<file path="src/rtl/tsc_pkg.sv">
package tsc_pkg;

  localparam int NUM_RUNGS = 5;
  localparam int RUNG_W    = 3;
  localparam int THR_W     = 16;

  localparam logic [RUNG_W-1:0] TOP_RUNG     = RUNG_W'(NUM_RUNGS - 1);
  localparam logic [RUNG_W-1:0] HI_PRIV_RUNG = RUNG_W'(2);

  typedef enum logic [2:0] {
    ST_PROFILE = 3'd0,
    ST_SAMPLE  = 3'd1,
    ST_WAIT    = 3'd2,
    ST_DECIDE  = 3'd3,
    ST_RUN     = 3'd4
  } state_e;

  typedef enum logic [1:0] {
    SL_CUR = 2'd0,
    SL_LO  = 2'd1,
    SL_HI  = 2'd2
  } slot_e;

  function automatic logic [THR_W-1:0] rung_thr(input logic [RUNG_W-1:0] r);
    case (r)
      3'd0:    return 16'd0;
      3'd1:    return 16'd100;
      3'd2:    return 16'd1000;
      3'd3:    return 16'd5000;
      default: return 16'd10000;
    endcase
  endfunction

endpackage

</file>
<file path="src/rtl/tsc_epoch_counter.sv">
module tsc_epoch_counter #(
  parameter int CNT_W = 8
) (
  input  logic             clk_i,
  input  logic             rst_ni,
  input  logic             en_i,
  input  logic             step_i,
  input  logic [CNT_W-1:0] len_i,
  output logic             done_o
);

  logic [CNT_W-1:0] cnt_q;

  assign done_o = en_i && step_i && (cnt_q == len_i - 1'b1);

  always_ff @(posedge clk_i or negedge rst_ni) begin
    if (!rst_ni) begin
      cnt_q <= '0;
    end else if (done_o) begin
      cnt_q <= '0;
    end else if (en_i && step_i) begin
      cnt_q <= cnt_q + 1'b1;
    end
  end

endmodule

</file>
<file path="src/rtl/tsc_priv_profiler.sv">
module tsc_priv_profiler #(
  parameter int CNT_W      = 8,
  parameter int SAMPLE_LEN = 20
) (
  input  logic clk_i,
  input  logic rst_ni,
  input  logic en_i,
  input  logic step_i,
  input  logic priv_i,
  input  logic done_i,
  output logic high_priv_o
);

  localparam int WW = CNT_W + 4;
  localparam logic [WW-1:0] TEN = WW'(10);
  localparam logic [WW-1:0] LIM = WW'(SAMPLE_LEN);

  logic [CNT_W-1:0] priv_q;
  logic [WW-1:0]    total;

  // include the instruction retiring in the closing cycle
  assign total       = WW'(priv_q) + WW'(step_i && priv_i);
  assign high_priv_o = (total * TEN) > LIM;

  always_ff @(posedge clk_i or negedge rst_ni) begin
    if (!rst_ni) begin
      priv_q <= '0;
    end else if (done_i) begin
      priv_q <= '0;
    end else if (en_i && step_i && priv_i) begin
      priv_q <= priv_q + 1'b1;
    end
  end

endmodule

</file>
<file path="src/rtl/tsc_pick.sv">
module tsc_pick #(
  parameter int                METRIC_W = 14,
  parameter logic [METRIC_W-1:0] MARGIN = METRIC_W'(100)
) (
  input  logic [tsc_pkg::RUNG_W-1:0] cur_rung_i,
  input  logic                       has_lo_i,
  input  logic                       has_hi_i,
  input  logic [METRIC_W-1:0]        hit_cur_i,
  input  logic [METRIC_W-1:0]        hit_lo_i,
  input  logic [METRIC_W-1:0]        hit_hi_i,
  output logic [tsc_pkg::RUNG_W-1:0] next_rung_o
);

  logic [METRIC_W:0] bar;
  logic              lo_ok, hi_ok;

  assign bar   = {1'b0, hit_cur_i} + {1'b0, MARGIN};
  assign lo_ok = has_lo_i && ({1'b0, hit_lo_i} >= bar);
  assign hi_ok = has_hi_i && ({1'b0, hit_hi_i} >= bar);

  always_comb begin
    next_rung_o = cur_rung_i;
    if (lo_ok && hi_ok) begin
      next_rung_o = (hit_hi_i > hit_lo_i) ? cur_rung_i + 1'b1 : cur_rung_i - 1'b1;
    end else if (lo_ok) begin
      next_rung_o = cur_rung_i - 1'b1;
    end else if (hi_ok) begin
      next_rung_o = cur_rung_i + 1'b1;
    end
  end

endmodule

</file>
<file path="src/rtl/tsc_run_scaler.sv">
module tsc_run_scaler #(
  parameter int CNT_W   = 8,
  parameter int RUN_LEN = 40,
  parameter int MAX_SH  = 2,
  parameter int SH_W    = 2
) (
  input  logic             clk_i,
  input  logic             rst_ni,
  input  logic             update_i,
  input  logic             restart_i,
  output logic [SH_W-1:0]  sh_o,
  output logic [CNT_W-1:0] run_len_o
);

  localparam logic [SH_W-1:0] SH_MAX = SH_W'(MAX_SH);

  logic [SH_W-1:0] sh_q;

  always_ff @(posedge clk_i or negedge rst_ni) begin
    if (!rst_ni) begin
      sh_q <= '0;
    end else if (update_i) begin
      if (restart_i)             sh_q <= '0;
      else if (sh_q != SH_MAX)   sh_q <= sh_q + 1'b1;
    end
  end

  assign sh_o      = sh_q;
  assign run_len_o = CNT_W'(RUN_LEN) << sh_q;

endmodule

</file>
<file path="src/rtl/tsc_threshold_ctrl.sv">
module tsc_threshold_ctrl #(
  parameter int                  SAMPLE_LEN = 25_000_000,
  parameter int                  RUN_LEN    = 100_000_000,
  parameter int                  MAX_MULT   = 8,
  parameter int                  METRIC_W   = 14,
  parameter logic [METRIC_W-1:0] MARGIN     = METRIC_W'(100)
) (
  input  logic                       clk_i,
  input  logic                       rst_ni,
  input  logic                       retire_i,
  input  logic                       priv_i,
  input  logic                       metric_valid_i,
  input  logic [METRIC_W-1:0]        metric_i,
  output logic                       metric_req_o,
  output logic [tsc_pkg::THR_W-1:0]  threshold_o
);

  import tsc_pkg::*;

  localparam int MAX_SH = $clog2(MAX_MULT);
  localparam int SH_W   = (MAX_SH < 1) ? 1 : $clog2(MAX_SH + 1);
  localparam int CNT_W  = $clog2(RUN_LEN * MAX_MULT + 1);

  state_e                state_q;
  slot_e                 slot_q;
  logic [RUNG_W-1:0]     cur_rung_q, try_rung, next_rung;
  logic                  first_q;
  logic [METRIC_W-1:0]   hit_q [3];
  logic                  has_lo, has_hi;
  logic                  cnt_en, ep_done, high_priv;
  logic [CNT_W-1:0]      ep_len, run_len;
  logic [SH_W-1:0]       run_sh;
  logic                  accept;

  assign has_lo = (cur_rung_q != '0);
  assign has_hi = (cur_rung_q != TOP_RUNG);
  assign accept = (state_q == ST_WAIT) && metric_valid_i;
  assign cnt_en = (state_q == ST_PROFILE) || (state_q == ST_SAMPLE) || (state_q == ST_RUN);
  assign ep_len = (state_q == ST_RUN) ? run_len : CNT_W'(SAMPLE_LEN);

  always_comb begin
    case (slot_q)
      SL_LO:   try_rung = cur_rung_q - 1'b1;
      SL_HI:   try_rung = cur_rung_q + 1'b1;
      default: try_rung = cur_rung_q;
    endcase
  end

  tsc_epoch_counter #(.CNT_W(CNT_W)) i_epoch (
    .clk_i  (clk_i),
    .rst_ni (rst_ni),
    .en_i   (cnt_en),
    .step_i (retire_i),
    .len_i  (ep_len),
    .done_o (ep_done)
  );

  tsc_priv_profiler #(.CNT_W(CNT_W), .SAMPLE_LEN(SAMPLE_LEN)) i_prof (
    .clk_i       (clk_i),
    .rst_ni      (rst_ni),
    .en_i        (state_q == ST_PROFILE),
    .step_i      (retire_i),
    .priv_i      (priv_i),
    .done_i      (ep_done && (state_q == ST_PROFILE)),
    .high_priv_o (high_priv)
  );

  tsc_pick #(.METRIC_W(METRIC_W), .MARGIN(MARGIN)) i_pick (
    .cur_rung_i  (cur_rung_q),
    .has_lo_i    (has_lo),
    .has_hi_i    (has_hi),
    .hit_cur_i   (hit_q[0]),
    .hit_lo_i    (hit_q[1]),
    .hit_hi_i    (hit_q[2]),
    .next_rung_o (next_rung)
  );

  tsc_run_scaler #(.CNT_W(CNT_W), .RUN_LEN(RUN_LEN), .MAX_SH(MAX_SH), .SH_W(SH_W)) i_scale (
    .clk_i     (clk_i),
    .rst_ni    (rst_ni),
    .update_i  (state_q == ST_DECIDE),
    .restart_i (first_q || (next_rung != cur_rung_q)),
    .sh_o      (run_sh),
    .run_len_o (run_len)
  );

  for (genvar g = 0; g < 3; g++) begin : g_hit
    always_ff @(posedge clk_i or negedge rst_ni) begin
      if (!rst_ni)                          hit_q[g] <= '0;
      else if (accept && slot_q == slot_e'(g)) hit_q[g] <= metric_i;
    end
  end

  always_ff @(posedge clk_i or negedge rst_ni) begin
    if (!rst_ni) begin
      state_q    <= ST_PROFILE;
      slot_q     <= SL_CUR;
      cur_rung_q <= TOP_RUNG;
      first_q    <= 1'b1;
    end else begin
      case (state_q)
        ST_PROFILE: if (ep_done) begin
          cur_rung_q <= high_priv ? HI_PRIV_RUNG : TOP_RUNG;
          slot_q     <= SL_CUR;
          state_q    <= ST_SAMPLE;
        end
        ST_SAMPLE: if (ep_done) state_q <= ST_WAIT;
        ST_WAIT: if (metric_valid_i) begin
          // order: current, below, above; clamped neighbours skipped
          if (slot_q == SL_CUR && has_lo) begin
            slot_q  <= SL_LO;
            state_q <= ST_SAMPLE;
          end else if (slot_q != SL_HI && has_hi) begin
            slot_q  <= SL_HI;
            state_q <= ST_SAMPLE;
          end else begin
            state_q <= ST_DECIDE;
          end
        end
        ST_DECIDE: begin
          cur_rung_q <= next_rung;
          first_q    <= 1'b0;
          slot_q     <= SL_CUR;
          state_q    <= ST_RUN;
        end
        ST_RUN: if (ep_done) state_q <= ST_SAMPLE;
        default: state_q <= ST_PROFILE;
      endcase
    end
  end

  assign metric_req_o = (state_q == ST_WAIT);

  always_comb begin
    case (state_q)
      ST_PROFILE:          threshold_o = rung_thr(TOP_RUNG);
      ST_SAMPLE, ST_WAIT:  threshold_o = rung_thr(try_rung);
      default:             threshold_o = rung_thr(cur_rung_q);
    endcase
  end

endmodule

</file>
<file path="config.mk">
export PLATFORM = sky130hd
export DESIGN_NAME = tsc_threshold_ctrl
export DESIGN_NICKNAME = d
export VERILOG_FILES = /design/src/rtl/tsc_pkg.sv /design/src/rtl/tsc_epoch_counter.sv /design/src/rtl/tsc_priv_profiler.sv /design/src/rtl/tsc_pick.sv /design/src/rtl/tsc_run_scaler.sv /design/src/rtl/tsc_threshold_ctrl.sv
export SDC_FILE = /design/constraint.sdc
export NUM_CORES = 1
export LEC_CHECK = 0
export ABC_AREA = 0
export BUFFER_PORTS_ARGS = -buffer_cell sky130_fd_sc_hd__buf_2
export CAP_MARGIN = 15
export CORE_MARGIN = 4
export CORE_UTILIZATION = 55
export CTS_CLUSTER_DIAMETER = 120
export DETAILED_ROUTE_END_ITERATION = 8
export GPL_TIMING_DRIVEN = 0
export PLACE_DENSITY = 0.72
export SYNTH_ARGS = -nofsm -noshare
export SYNTH_HDL_FRONTEND = slang
export SYNTH_SLANG_ARGS = --single-unit
</file>
<file path="constraint.sdc">
create_clock -name clk_i -period 10 [get_ports clk_i]
set_input_delay 0.5 -clock clk_i [delete_from_list [all_inputs] [get_ports clk_i]]
set_output_delay 0.5 -clock clk_i [all_outputs]
set_load 0.01 [all_outputs]
</file>
==> results.cfg <==
[floorplan]
core-area_mm2 = 0.0187
fp.dieW_um = 146
die_area_mm2 = 0.0213
num_rows = 50
die_h_um = 146
io_pins = 36
start_util = 0.559

[drt]
wl_um = 25600
vias = 9311
routedWlPerCell_um = 16.6
antenna_left = 0
initialDrtViolationCount = 539
vias_per_cell = 6.03
firstDrtPassIters = 5
drc_errors = 0

[sta]
maxSlewHeadroom = 0.220
finalCriticalPeriod_ps = 6020
rsz0062_at_grt = false
fin_skew_ps = 10.3
worst_pin_slew_ps = 1140
period_share = 0.602
fin_setup_tns_ps = 0
max_freq_mhz = 166
hold_violations = 0
maxSlewViolCount = 0
report.final.setup_viol = 0

[worst_setup_path]
reg2reg_slack_ps = 3980
cp.arrival_ps = 6330
worst_setup_path_end_kind = flop
r2r_start = i_prof.priv_q[2]$_DFFE_PN0P_
cp_max_fo = 9
critical_path_class = reg -> reg
cp-start-kind = flop
crit_required_ps = 10320
cp-startpoint = i_prof.priv_q[2]$_DFFE_PN0P_

[global_routing]
grt_usage = 0.239
antenna_found_initial = 0
use_met1 = 0.326
grt-busiest-layer = met2
overflow = 0
grt_pass1_wl_um = 43200
met3_usage = 0.0277
grt_max_degree = 89
grt_use_met2 = 0.403
grt_pass1_vias = 8922

[cells_and_area]
nFillCells = 1673
fin_nets = 1433
drive_above_1_share = 0.107
final_util = 0.620
area_growth_pct = 10.9
num_antenna_cells = 0

[status]
status = completed

[synth]
netlist-cell-type-count = 85
async_flop_share = 1.00
ys_warn_count = 0
syn-cell-area_mm2 = 0.0105
seq_area_frac_synth = 0.271
synth-seq-cells = 113
synth-edff-count = 0
netlist_instances = 1243
syn_area_per_cell_um2 = 8.42
ys.flop_type = dfrtp_1

[clock_network]
cts_tree = yes
cts_buffers = 17
cts.sinks = 113
cts_hold_buf = 1
cts_resized = 0
cts_buffer_depth = 2
postCtsSetupBuffers = 0
cts-root-buf = clkbuf_16
htreeDepth = 4
path_clk_slew_ps = 60
clk_latency_ps = 420

[placed_design]
gp_congestion = 0.894
dpl.hpwl_um = 19400
io_buffers = 30

[run]
cap_violations = 0

[worst_hold_path]
hold_path_class = in -> reg
hold_start = metric_i[9]

[power]
total_power_mw = 1.30
p_leak_nw = 5.39
powerDensity_mw_per_mm2 = 112
vdd_drop_max_mv = 0.114
## layout make-up
cell class / instances / area [um2] / share of cell area
buffer: 71 / 322 / 0.0277
clock inverter: 9 / 154 / 0.0133
clock buffer: 22 / 484 / 0.0417
timing repair buffer: 32 / 194 / 0.0167
multi-input combinational: 1011 / 7130 / 0.614
tap: 234 / 293 / 0.0252
inverter: 52 / 195 / 0.0168
sequential: 113 / 2830 / 0.244
## state kept, by name (all words and copies together) (netlist names)
name	count
first_q	1
i_prof.priv_q	30
slot_q	2
state_q	3
i_scale.sh_o	2
cur_rung_q	3
i_epoch.cnt_q	30
hit_q	42
## synthesized netlist by cell type, types with 6 or more instances
cell / instances / area (um2)
nand4_1: 33 / 206
mux2i_1: 7 / 70.1
o31ai_1: 14 / 105
or3_1: 10 / 62.6
mux2_2: 44 / 495
dfrtp_1: 111 / 2780
a21oi_1: 66 / 330
xor2_1: 39 / 342
o21ai_0: 52 / 260
o21a_1: 12 / 90.1
nor3b_1: 9 / 67.6
nor4_1: 10 / 62.6
nor2b_1: 13 / 81.3
clkbuf_1: 49 / 184
or4_1: 6 / 45.0
nor3_1: 29 / 145
inv_1: 52 / 195
nor2_1: 94 / 353
a21o_1: 21 / 158
xnor2_1: 56 / 490
and3_1: 28 / 175
nand3_1: 60 / 300
a211o_1: 6 / 52.6
a31oi_1: 10 / 62.6
buf_2: 8 / 40.0
o21ai_1: 29 / 145
nand3b_1: 6 / 45.0
nand2b_1: 12 / 75.1
o22ai_1: 6 / 37.5
and4_1: 8 / 70.1
o211ai_1: 10 / 75.1
nand2_1: 97 / 364
a211oi_1: 11 / 82.6
buf_4: 10 / 75.1
ha_1: 115 / 1440
and2_1: 15 / 93.8
## stage by stage
step | instance area (um2) | cells | worst slack, ps | hold slack (ps)
6_report | 11600 | 1544 | 3980 | 342
4_1_cts | 11600 | 1544 | 4020 | 336
3_5_place_dp | 11000 | 1512 | 3960 | 383
2_1_floorplan | 10500 | 1247 | 5300 | 204
5_1_grt | 11600 | 1544 | 3430 | 349
3_3_place_gp | 10900 | 1511 | 3960 | 469
## power breakdown
group / switching, mW / internal [mW]
logic: 0.0811 / 0.0631
clock network: 0.218 / 0.442
registers: 0.0221 / 0.476
## routing by layer
layer	wire length [um]	vias to the layer above
met3	858	40
met2	12200	198
met4	526	0
met1	12000	4427
li1	-	4646
met5	0	-
## placed cells by master, fill, tap and decap left out, types with 13 or more instances in the layout
cell / synthesis / routed
a21o_1: 21 / 21
a21oi_1: 66 / 66
and2_1: 15 / 15
and3_1: 28 / 28
buf_2: 8 / 37
clkbuf_1: 49 / 50
clkbuf_16: 0 / 17
dfrtp_1: 111 / 111
ha_1: 115 / 115
inv_1: 52 / 52
mux2_2: 44 / 44
nand2_1: 97 / 97
nand3_1: 60 / 60
nand4_1: 33 / 33
nor2_1: 94 / 94
nor2b_1: 13 / 13
nor3_1: 29 / 29
o21ai_0: 52 / 52
o21ai_1: 29 / 29
o31ai_1: 14 / 14
xnor2_1: 56 / 56
xor2_1: 39 / 39
## worst max-delay path, cell delays in order, from the launching register on
cell,delay (ps)
dfrtp_1,320
clkbuf_1,330
and3_1,220
clkbuf_1,220
and3_1,290
and3_1,180
clkbuf_1,320
xor2_1,250
ha_1,270
ha_1,290
clkbuf_1,180
a21o_1,220
a221o_1,450
a2111oi_0,600
nor3b_1,110
nor4b_1,390
nand4_1,130
nor4b_1,570
nand4b_1,320
nor3b_1,240
## logic make-up (layout without fill, tap and decap cells)
| kind of cell | Yosys count | count (layout) | synth area share |
|---|---|---|---|
| simple gates | 451 | 451 | 0.224 |
| compound gates | 293 | 293 | 0.183 |
| buf+inv | 123 | 186 | 0.0494 |
| fa+ha+maj | 116 | 116 | 0.139 |
| flops | 113 | 113 | 0.271 |
| xor+xnor | 95 | 95 | 0.0795 |
| mux | 51 | 51 | 0.0541 |
| other cells | 1 | 5 | 0.000359 |
## path summary, 6_finish.rpt
| path | end | depth (start not counted) |
|---|---|---|
| min | hit_q[9]$_DFFE_PN0P_ | 2 |
| max in group asynchronous | cur_rung_q[2]$_DFFE_PN1P_ | 3 |
| min reg2reg | i_epoch.cnt_q[4]$_DFFE_PN0P_ | 1 |
| max | cur_rung_q[1]$_DFFE_PN0P_ | 19 |
| min in group asynchronous | i_prof.priv_q[4]$_DFFE_PN0P_ | 2 |
| max reg2reg | cur_rung_q[1]$_DFFE_PN0P_ | 19 |
Power figures use the tool's default switching activity.
